===== src/rtl/skd_pkg.sv =====
package skd_pkg;
  localparam int KEY_W   = 8;
  localparam int MAX_GRP = 8;
  typedef logic [KEY_W-1:0] key_t;
  // Group k answers to KEY_TAB[k]; entries beyond the group count stay unused.
  localparam key_t KEY_TAB [MAX_GRP] = '{8'h54, 8'h45, 8'h52, 8'h4F,
                                          8'h42, 8'h43, 8'h49, 8'h4C};
endpackage


===== src/rtl/skd_shift_chain.sv =====
module skd_shift_chain #(
  parameter int LEN = 40
) (
  input  logic           clk,
  input  logic           rst_n,
  input  logic           wr_n,
  input  logic           sdi,
  output logic [LEN-1:0] chain,
  output logic           sdo
);
  // Transient cells: one flop each, no reset needed.
  always_ff @(posedge clk) begin
    if (!wr_n) chain <= {chain[LEN-2:0], sdi};
  end

  assign sdo = chain[LEN-1];

  // strobe high freezes the chain
  a_r2_chain_frozen: assert property (@(posedge clk) disable iff (!rst_n)
    wr_n |=> $stable(chain));
endmodule


===== src/rtl/skd_key_decode.sv =====
module skd_key_decode
  import skd_pkg::*;
#(
  parameter int N_GRP = 4
) (
  input  logic             clk,
  input  logic             rst_n,
  input  key_t             key,
  output logic [N_GRP-1:0] hit
);
  always_comb begin
    for (int k = 0; k < N_GRP; k++) hit[k] = (key == KEY_TAB[k]);
  end

  // at most one group is ever selected
  a_r4_single_group: assert property (@(posedge clk) disable iff (!rst_n)
    $onehot0(hit));
endmodule


===== src/rtl/skd_latch_bank.sv =====
module skd_latch_bank #(
  parameter int W = 8
) (
  input  logic         clk,
  input  logic         rst_n,
  input  logic         wr_n,
  input  logic         hit,
  input  logic [W-1:0] din,
  output logic [W-1:0] q
);
  // Persistent cells: they load while the strobe is high and this group is keyed.
  always_ff @(posedge clk or negedge rst_n) begin
    if (!rst_n)            q <= '0;
    else if (wr_n && hit)  q <= din;
  end

  // shifting never disturbs stored values
  a_r7_hold_while_shifting: assert property (@(posedge clk) disable iff (!rst_n)
    !wr_n |=> $stable(q));
  // a group that is not keyed keeps its value
  a_r5_unkeyed_group_holds: assert property (@(posedge clk) disable iff (!rst_n)
    !hit |=> $stable(q));
endmodule


===== src/rtl/skd_port.sv =====
module skd_port
  import skd_pkg::*;
#(
  parameter int GRP_W = 8,
  parameter int N_GRP = 4
) (
  input  logic                   clk,
  input  logic                   rst_n,
  input  logic                   sdi,
  input  logic                   wr_n,
  output logic                   sdo,
  output logic [N_GRP*GRP_W-1:0] grp_q,
  output logic [N_GRP*GRP_W-1:0] scan_q,
  output logic [KEY_W-1:0]       sel_q
);
  localparam int PAY_W = N_GRP * GRP_W;
  localparam int LEN   = PAY_W + KEY_W;

  logic [LEN-1:0]   chain;
  logic [N_GRP-1:0] hit;
  key_t             key;

  skd_shift_chain #(.LEN(LEN)) u_chain (
    .clk(clk), .rst_n(rst_n), .wr_n(wr_n), .sdi(sdi), .chain(chain), .sdo(sdo)
  );

  assign key    = chain[KEY_W-1:0];
  assign scan_q = chain[LEN-1:KEY_W];

  skd_key_decode #(.N_GRP(N_GRP)) u_dec (
    .clk(clk), .rst_n(rst_n), .key(key), .hit(hit)
  );

  for (genvar g = 0; g < N_GRP; g++) begin : g_bank
    skd_latch_bank #(.W(GRP_W)) u_bank (
      .clk(clk), .rst_n(rst_n), .wr_n(wr_n), .hit(hit[g]),
      .din(scan_q[g*GRP_W +: GRP_W]), .q(grp_q[g*GRP_W +: GRP_W])
    );
  end

  // Control word for auxiliary multiplexer selects
  always_ff @(posedge clk or negedge rst_n) begin
    if (!rst_n)              sel_q <= '0;
    else if (wr_n && |hit)   sel_q <= key;
  end

  // the control word only moves after an accepted write
  a_r9_sel_needs_valid_key: assert property (@(posedge clk) disable iff (!rst_n)
    !$stable(sel_q) |-> $past(wr_n && (|hit)));
endmodule


===== config.mk =====
export PLATFORM = sky130hd
export DESIGN_NAME = skd_port
export DESIGN_NICKNAME = d
export VERILOG_FILES = /design/src/rtl/skd_pkg.sv /design/src/rtl/skd_shift_chain.sv /design/src/rtl/skd_key_decode.sv /design/src/rtl/skd_latch_bank.sv /design/src/rtl/skd_port.sv
export SDC_FILE = /design/constraint.sdc
export NUM_CORES = 1
export LEC_CHECK = 0
export BUFFER_PORTS_ARGS = -buffer_cell sky130_fd_sc_hd__buf_2
export CORE_ASPECT_RATIO = 1.25
export CORE_MARGIN = 2
export CORE_UTILIZATION = 30
export CTS_CLUSTER_DIAMETER = 80
export DETAILED_ROUTE_END_ITERATION = 16
export GPL_TIMING_DRIVEN = 0
export PLACE_DENSITY_LB_ADDON = 0.08
export SLEW_MARGIN = 20
export SYNTH_ARGS = -nofsm -noshare
export SYNTH_HDL_FRONTEND = slang
export SYNTH_HIERARCHICAL = 1
export SYNTH_SLANG_ARGS = --single-unit

===== constraint.sdc =====
create_clock -name clk -period 1.7 [get_ports clk]
set_input_delay 0.34 -clock clk [delete_from_list [all_inputs] [get_ports clk]]
set_output_delay 0.34 -clock clk [all_outputs]
set_load 0.005 [all_outputs]

==> impl_results.md, run 1 <==
* Final hold viol count at 0
* Longest Clk Path Bufs at 2
* Max Slew Vio Count at 0
* Initial core utilization at 0.306
* Synthesized cell area at 2780 um^2
* Pwr/cell area at 1160 nW/um^2
* Maximum vdd drop at 0.463 mV
* Place WS at -0.264 ns
* CTS root buf: clkbuf_16
* Top cell type's share of synthesized area at 0.432
* Flop pwr share at 0.510
* Initial antenna violation count at 0
* Critical Path AT at between 1.5 and 2 ns
* Internal Power at 0.00351 W
* CTS tree: yes
* Worst Setup End Kind: register
* Clk_lat worst skew at 0.32 ns
* H-tree Lvls at 3
* Tmin final at roughly 1.8 ns
* Failing checks: setup timing
* Fraction of registers with async set/reset at 0.500
* Post-synth top flop: edfxtp_1
* Hpwl dp at 3680 um
* Worst slew pin tran at 0.932 ns
* Synth cell types at 14
* Overall routing resource usage at 0.117
* Synth cell count leaders: 40 x dfrtp_1, 40 x edfxtp_1, 40 x mux2_2
* Mapped Cells at 136
* Avg Cell Area, Syn at about 20 um^2
* Via count at 1,579
* Final period util at 1.04
* Worst Hold Class: primary input to async pin
* # IOs at between 70 and 80
* Synth area leaders: edfxtp_1 43%, dfrtp_1 36%, mux2_2 16%
* Cts hold-fix bufs at 0
* DRT Wirelength at between 5000 and 6000 um
* Die extent in x at 90.1 um
* Fmax at 0.564 GHz
* Mapped Nets at 140
* Clock Power Share at 0.423
* YS warnings at 6
* Largest net degree at the start of global routing at 41
* Count of final setup violators at 32
* RePlAce Congestion at 0.702
* Clock Skews at approximately 0.0041 ns
* Core Area at 9080 um^2
* Via density per instance at 4.36
* Finished Layout Cells at 362
* Cell count after placement at between 300 and 400
* 1st-pass router iterations at 4
* Leak pwr at 1.81 nW
* Synth area leader: edfxtp_1
* Port Buf Inserts at 76
* Total CTS buffers at 9
* Crit-path max FO at 8
* Status: finished, violations left
* # diodes at 0
* Cell Rows at 39
* Synth Register Bits at 80
* Setup CP Type: register to register
* Die area at 10,100 um^2
* Die Ht at 112 um
* Psw at 0.000906 W
* Share of the yosys chip area belonging to registers at 0.792
* DRC viols at 0
* Post-synth EDFFs at 40
* Relative slew slack at 0.379
* Detail Route Antenna Nets at 0
* Gr ovfl total at 0
* Setup TNS at -0.947 ns
* DR iter-0 viols at 56
* Worst EP required at about 1.9 ns
* Fraction of layout cells with a size suffix above 1 at 0.653
* Vias in the first global route at 1,694
* Clock Sinks at 80
* Startpoint Class: register
* WL/cell at 15.2 um
* Logic pwr share at 0.068
* Area Growth Syn to Fin at 36.8%
* Final worst slack at -0.0736 ns
* Nets at 238
* # Max-Cap Violations at 0
* Clk slew on worst S/H paths at 0.06 ns
* Unrepaired setup endpoints after global routing: true
* Switching Share at 0.205
* First-pass GRT wire length at 9140 um
critical path, cell delays in order (launching register included):
cell      delay [ns]
edfxtp_1        0.41
or4b_4          0.58
nor2_4          0.14
o41ai_4         0.10
buf_6           0.16
mux2_2          0.27
layout by cell type, fill, tap and decap left out:
cell / count
inv_2: 1
clkinv_2: 3
o41ai_4: 1
dfrtp_1: 40
nand2_4: 1
mux2_2: 40
edfxtp_1: 40
nand2_2: 3
buf_4: 9
clkbuf_8: 1
nand4bb_4: 2
nor2_4: 2
nand2_1: 1
clkbuf_1: 2
buf_2: 76
nor4_4: 1
or2b_4: 1
clkbuf_16: 9
nor3_4: 1
buf_6: 2
or4b_4: 1
buf_16: 1
bufinv_16: 1
power groups by stage:
stage	Combinational (W)	Clock (W)	Sequential, W
final	0.000299	0.00187	0.00225
after global routing	0.000328	0.00201	0.00227
after CTS	0.000302	0.00192	0.00226
after detailed placement	0.000270	0	0.00229
after global placement	0.000259	0	0.00229
after floorplan	0.0000869	0	0.00229
path summary, 6_finish.rpt:
check | start | slack (ns) | endpoint | cells after the start
setup / recovery | u_chain/chain[5] | -0.07 | sel_q[5] | 5
hold / removal | rst_n | 0.16 | g_bank[3].u_bank/q[1] | 1
setup reg to reg | u_chain/chain[5] | -0.07 | sel_q[5] | 5
hold reg to reg | u_chain/chain[2] | 0.47 | u_chain/chain[3] | 0
max in group asynchronous | rst_n | 0.96 | g_bank[1].u_bank/q[1] | 1
min in group clk | sdi | 0.19 | u_chain/chain[0] | 1
state kept, by name, summed over array words and instances (netlist names):
| signal | cells |
|---|---|
| u_chain/chain | 40 |
| g_bank.u_bank/q | 32 |
| sel_q | 8 |
through the flow:
stage | hold slack, ns | instance area (um^2) | util | power [W]
global route | 0.181 | 3800 | 0.419 | 0.00461
finish | 0.161 | 3800 | 0.419 | 0.00442
floorplan | 0.0444 | 2790 | - | 0.00238
CTS | 0.178 | 3780 | 0.417 | 0.00448
detailed placement | 0.458 | 3350 | 0.369 | 0.00256
global placement | 0.453 | 3320 | 0.366 | 0.00254
final cells by class:
cell class | instances | area (um^2)
Clock buffer | 12 | 246
Timing Repair Buffer | 87 | 490
Sequential cell | 80 | 2200
Multi-Input combinational cell | 54 | 652
Fill cell | 875 | 5280
Tap cell | 123 | 154
Inverter | 1 | 3.75
Buffer | 1 | 7.51
Clock inverter | 4 | 45.0
cells by family (layout without fill, tap and decap cells):
logic type | after synthesis | in the layout | synth area share
buffers and inverters | 2 | 105 | 0.00405
DFF | 80 | 80 | 0.792
muxes | 40 | 40 | 0.162
and+or+nand+nor | 13 | 13 | 0.0315
AOI/OAI and AO/OA | 1 | 1 | 0.00991
routing by layer:
metal	routed length, um	GRT usage	vias up
met5	0	0	-
met4	80	0.0492	0
met3	317	0.0379	6
met2	2810	0.198	53
met1	2300	0.138	807
li1	-	-	713
timing repair:
item | CTS | global route
gates resized for setup | 15 | 1
buffers inserted | 8 | 2
pin swaps | 5 | 3
hold endpoints to repair | 0 | 0
setup endpoints to repair | 40 | 40
(Power assumes the default switching activity.)
==> run 2, diff against run 1 <==
CORE_MARGIN = unset   (was 2)
CTS_BUF_LIST = sky130_fd_sc_hd__clkbuf_4 sky130_fd_sc_hd__clkbuf_8   (was unset)
==> impl_results.md, run 2 (synthesis gave the netlist of run 1 again) <==
* Status: finished, violations left (unchanged)
* Failing checks: setup timing (unchanged)
* RePlAce Congestion at 0.689 (was 0.702)
* Nets at 241 (was 238)
* Longest Clk Path Bufs at 2 (unchanged)
* Detail Route Antenna Nets at 0 (unchanged)
* Largest register FFs at 40 (unchanged)
* Met2 Usage GRT at 0.185 (was 0.198)
* DRC viols at 0 (unchanged)
* Area Growth Syn to Fin at 34.6% (was 36.8%)
* Tot Pwr at 0.00394 W (was 0.00442 W)
* Count of final setup violators at 24 (was 32)
* Final period util at 1.06 (was 1.04)
* Worst Reg2Reg Path Length in Cells at 5 (unchanged)
* Cell Rows at 38 (was 39)
* CTS root buf: clkbuf_8 (was clkbuf_16)
* Gr ovfl total at 0 (unchanged)
* WL/cell at 14.5 um (was 15.2 um)
* Overall routing resource usage at 0.117 (about the same)
* Fin area at 3740 um^2 (was 3800 um^2)
* Fin util at 0.423 (was 0.419)
* Clk slew on worst S/H paths at 0.09 ns (was 0.06 ns)
* Maximum vdd drop at 0.385 mV (was 0.463 mV)
* Die Ht at 110 um (was 112 um)
* # Max-Cap Violations at 0 (unchanged)
* Pwr/cell area at 1050 nW/um^2 (was 1160 nW/um^2)
* Via count at 1,576 (was 1,579)
* Worst Hold Class: primary input to async pin (unchanged)
* Max Slew Vio Count at 0 (unchanged)
* Worst Setup End Kind: register (unchanged)
* Core Area at 8840 um^2 (was 9080 um^2)
* Startpoint Class: register (unchanged)
* GR peak layer: met2 (unchanged)
* Met1 Resource Use GR at 0.143 (was 0.138)
* Die area at 9650 um^2 (was 10,100 um^2)
* R2R Setup Slk at -0.11 ns (was -0.07 ns)
* Reg-to-reg critical path endpoint: sel_q[3] (was sel_q[5])
* DRT Wirelength at 5240 um (was 5510 um)
* Initial antenna violation count at 0 (unchanged)
* Crit-path max FO at 8 (unchanged)
* Port Buf Inserts at 76 (unchanged)
* First-pass GRT wire length at 8290 um (was 9140 um)
* Total CTS buffers at 9 (unchanged)
* Critical Path AT at 2.03 ns (was 1.98 ns)
* Largest net degree at the start of global routing at 41 (unchanged)
* WHS at 0.104 ns (was 0.161 ns)
* Die extent in x at 88.1 um (was 90.1 um)
* H-tree Lvls at 3 (unchanged)
* # IOs at 77 (unchanged)
* Clk_lat worst skew at 0.35 ns (was 0.32 ns)
* Cts hold-fix bufs at 0 (unchanged)
* Commonest non-fill, non-tap cell in the layout: buf_2 (unchanged)
* DP Area at 3340 um^2 (was 3350 um^2)
* Clock Skews at 0.0121 ns (was 0.00406 ns)
* Worst EP required at 1.93 ns (was 1.91 ns)
* Final worst slack at -0.107 ns (was -0.0736 ns)
* Clock Sinks at 80 (unchanged)
* Tmin final at 1.81 ns (was 1.77 ns)
* Fraction of layout cells with a size suffix above 1 at 0.665 (was 0.653)
* Fmax at 0.553 GHz (was 0.564 GHz)
* CTS tree: yes (unchanged)
* DR iter-0 viols at 44 (was 56)
* 1st-pass router iterations at 3 (was 4)
* M3 GR Usage at 0.0383 (was 0.0379)
* Most frequent cells in the layout: 76 x buf_2, 40 x mux2_2, 40 x dfrtp_1, 40 x edfxtp_1, 13 x buf_4 (was 76 x buf_2, 40 x mux2_2, 40 x dfrtp_1, 40 x edfxtp_1)
* # diodes at 0 (unchanged)
* Worst R2R Start: u_chain/chain[5] (unchanged)
* Setup TNS at -1.86 ns (was -0.947 ns)
* Final hold viol count at 0 (unchanged)
* Top Registers: u_chain/chain (40), g_bank.u_bank/q (32), sel_q (8) (unchanged)
* Unrepaired setup endpoints after global routing: true (unchanged)
* Setup CP Type: register to register (unchanged)
* Via density per instance at 4.35 (was 4.36)
* Initial core utilization at 0.314 (was 0.306)
* Biggest register: u_chain/chain (unchanged)
* Worst slew pin tran at 0.934 ns (was 0.932 ns)
* Hpwl dp at 3520 um (was 3680 um)
* Leak pwr at 1.77 nW (was 1.81 nW)
* Vias in the first global route at 1,594 (was 1,694)
* Relative slew slack at 0.377 (was 0.379)
==> run 2: critical path, cell delays in order, from the launching register on <==
cell	delay (ns)
edfxtp_1	0.44
or4b_4	0.58
nor2_4	0.15
o41ai_4	0.09
buf_6	0.16
mux2_2	0.27
==> run 2: layer usage <==
metal,up-vias,part of all wire
li1,716,-
met3,10,0.056
met5,-,0
met2,50,0.51
met4,0,0.020
met1,800,0.42
==> run 2: metrics by stage <==
stage	setup slack [ns]	instances
floorplan	-0.0372	136
global placement	-0.412	332
detailed placement	-0.268	333
CTS	-0.0745	358
global route	-0.149	362
finish	-0.107	362
==> run 2: area by class of cell <==
cell class              count  area, um^2
plain buffers               1        7.51
clock buffers              11         145
clock inverters             5        57.6
fillers                   841        5100
inverters                   1        3.75
multi-input cells          54         666
flip-flops and latches     80        2200
well taps                 120         150
repair buffers             90         509
==> run 2: timing repair <==
item,in CTS,in global routing
setup buffers,9,4
gates cloned,0,0
resized for setup,14,3
setup endpoints to repair,40,40
pin swaps,4,3
==> run 2: worst max-delay path by stage <==
| stage | cells past startpoint | slack [ns] | end | start |
|---|---|---|---|---|
| after floorplan | 4 | -0.04 | sel_q[0] | u_chain/chain[1] |
| after global placement | 2 | -0.41 | u_chain/chain[15] | wr_n |
| after detailed placement | 4 | -0.27 | sel_q[5] | u_chain/chain[2] |
| after CTS | 5 | -0.07 | sel_q[7] | u_chain/chain[5] |
| after global routing | 5 | -0.15 | sel_q[3] | u_chain/chain[5] |
| final | 5 | -0.11 | sel_q[3] | u_chain/chain[5] |
==> run 2: report_power, final <==
group / total (W) / leakage (nW) / internal, W / switching, W
Sequential: 0.00224 / 0.939 / 0.00217 / 0.0000717
Clock: 0.00140 / 0.0950 / 0.000732 / 0.000667
Combinational: 0.000300 / 0.741 / 0.000164 / 0.000137
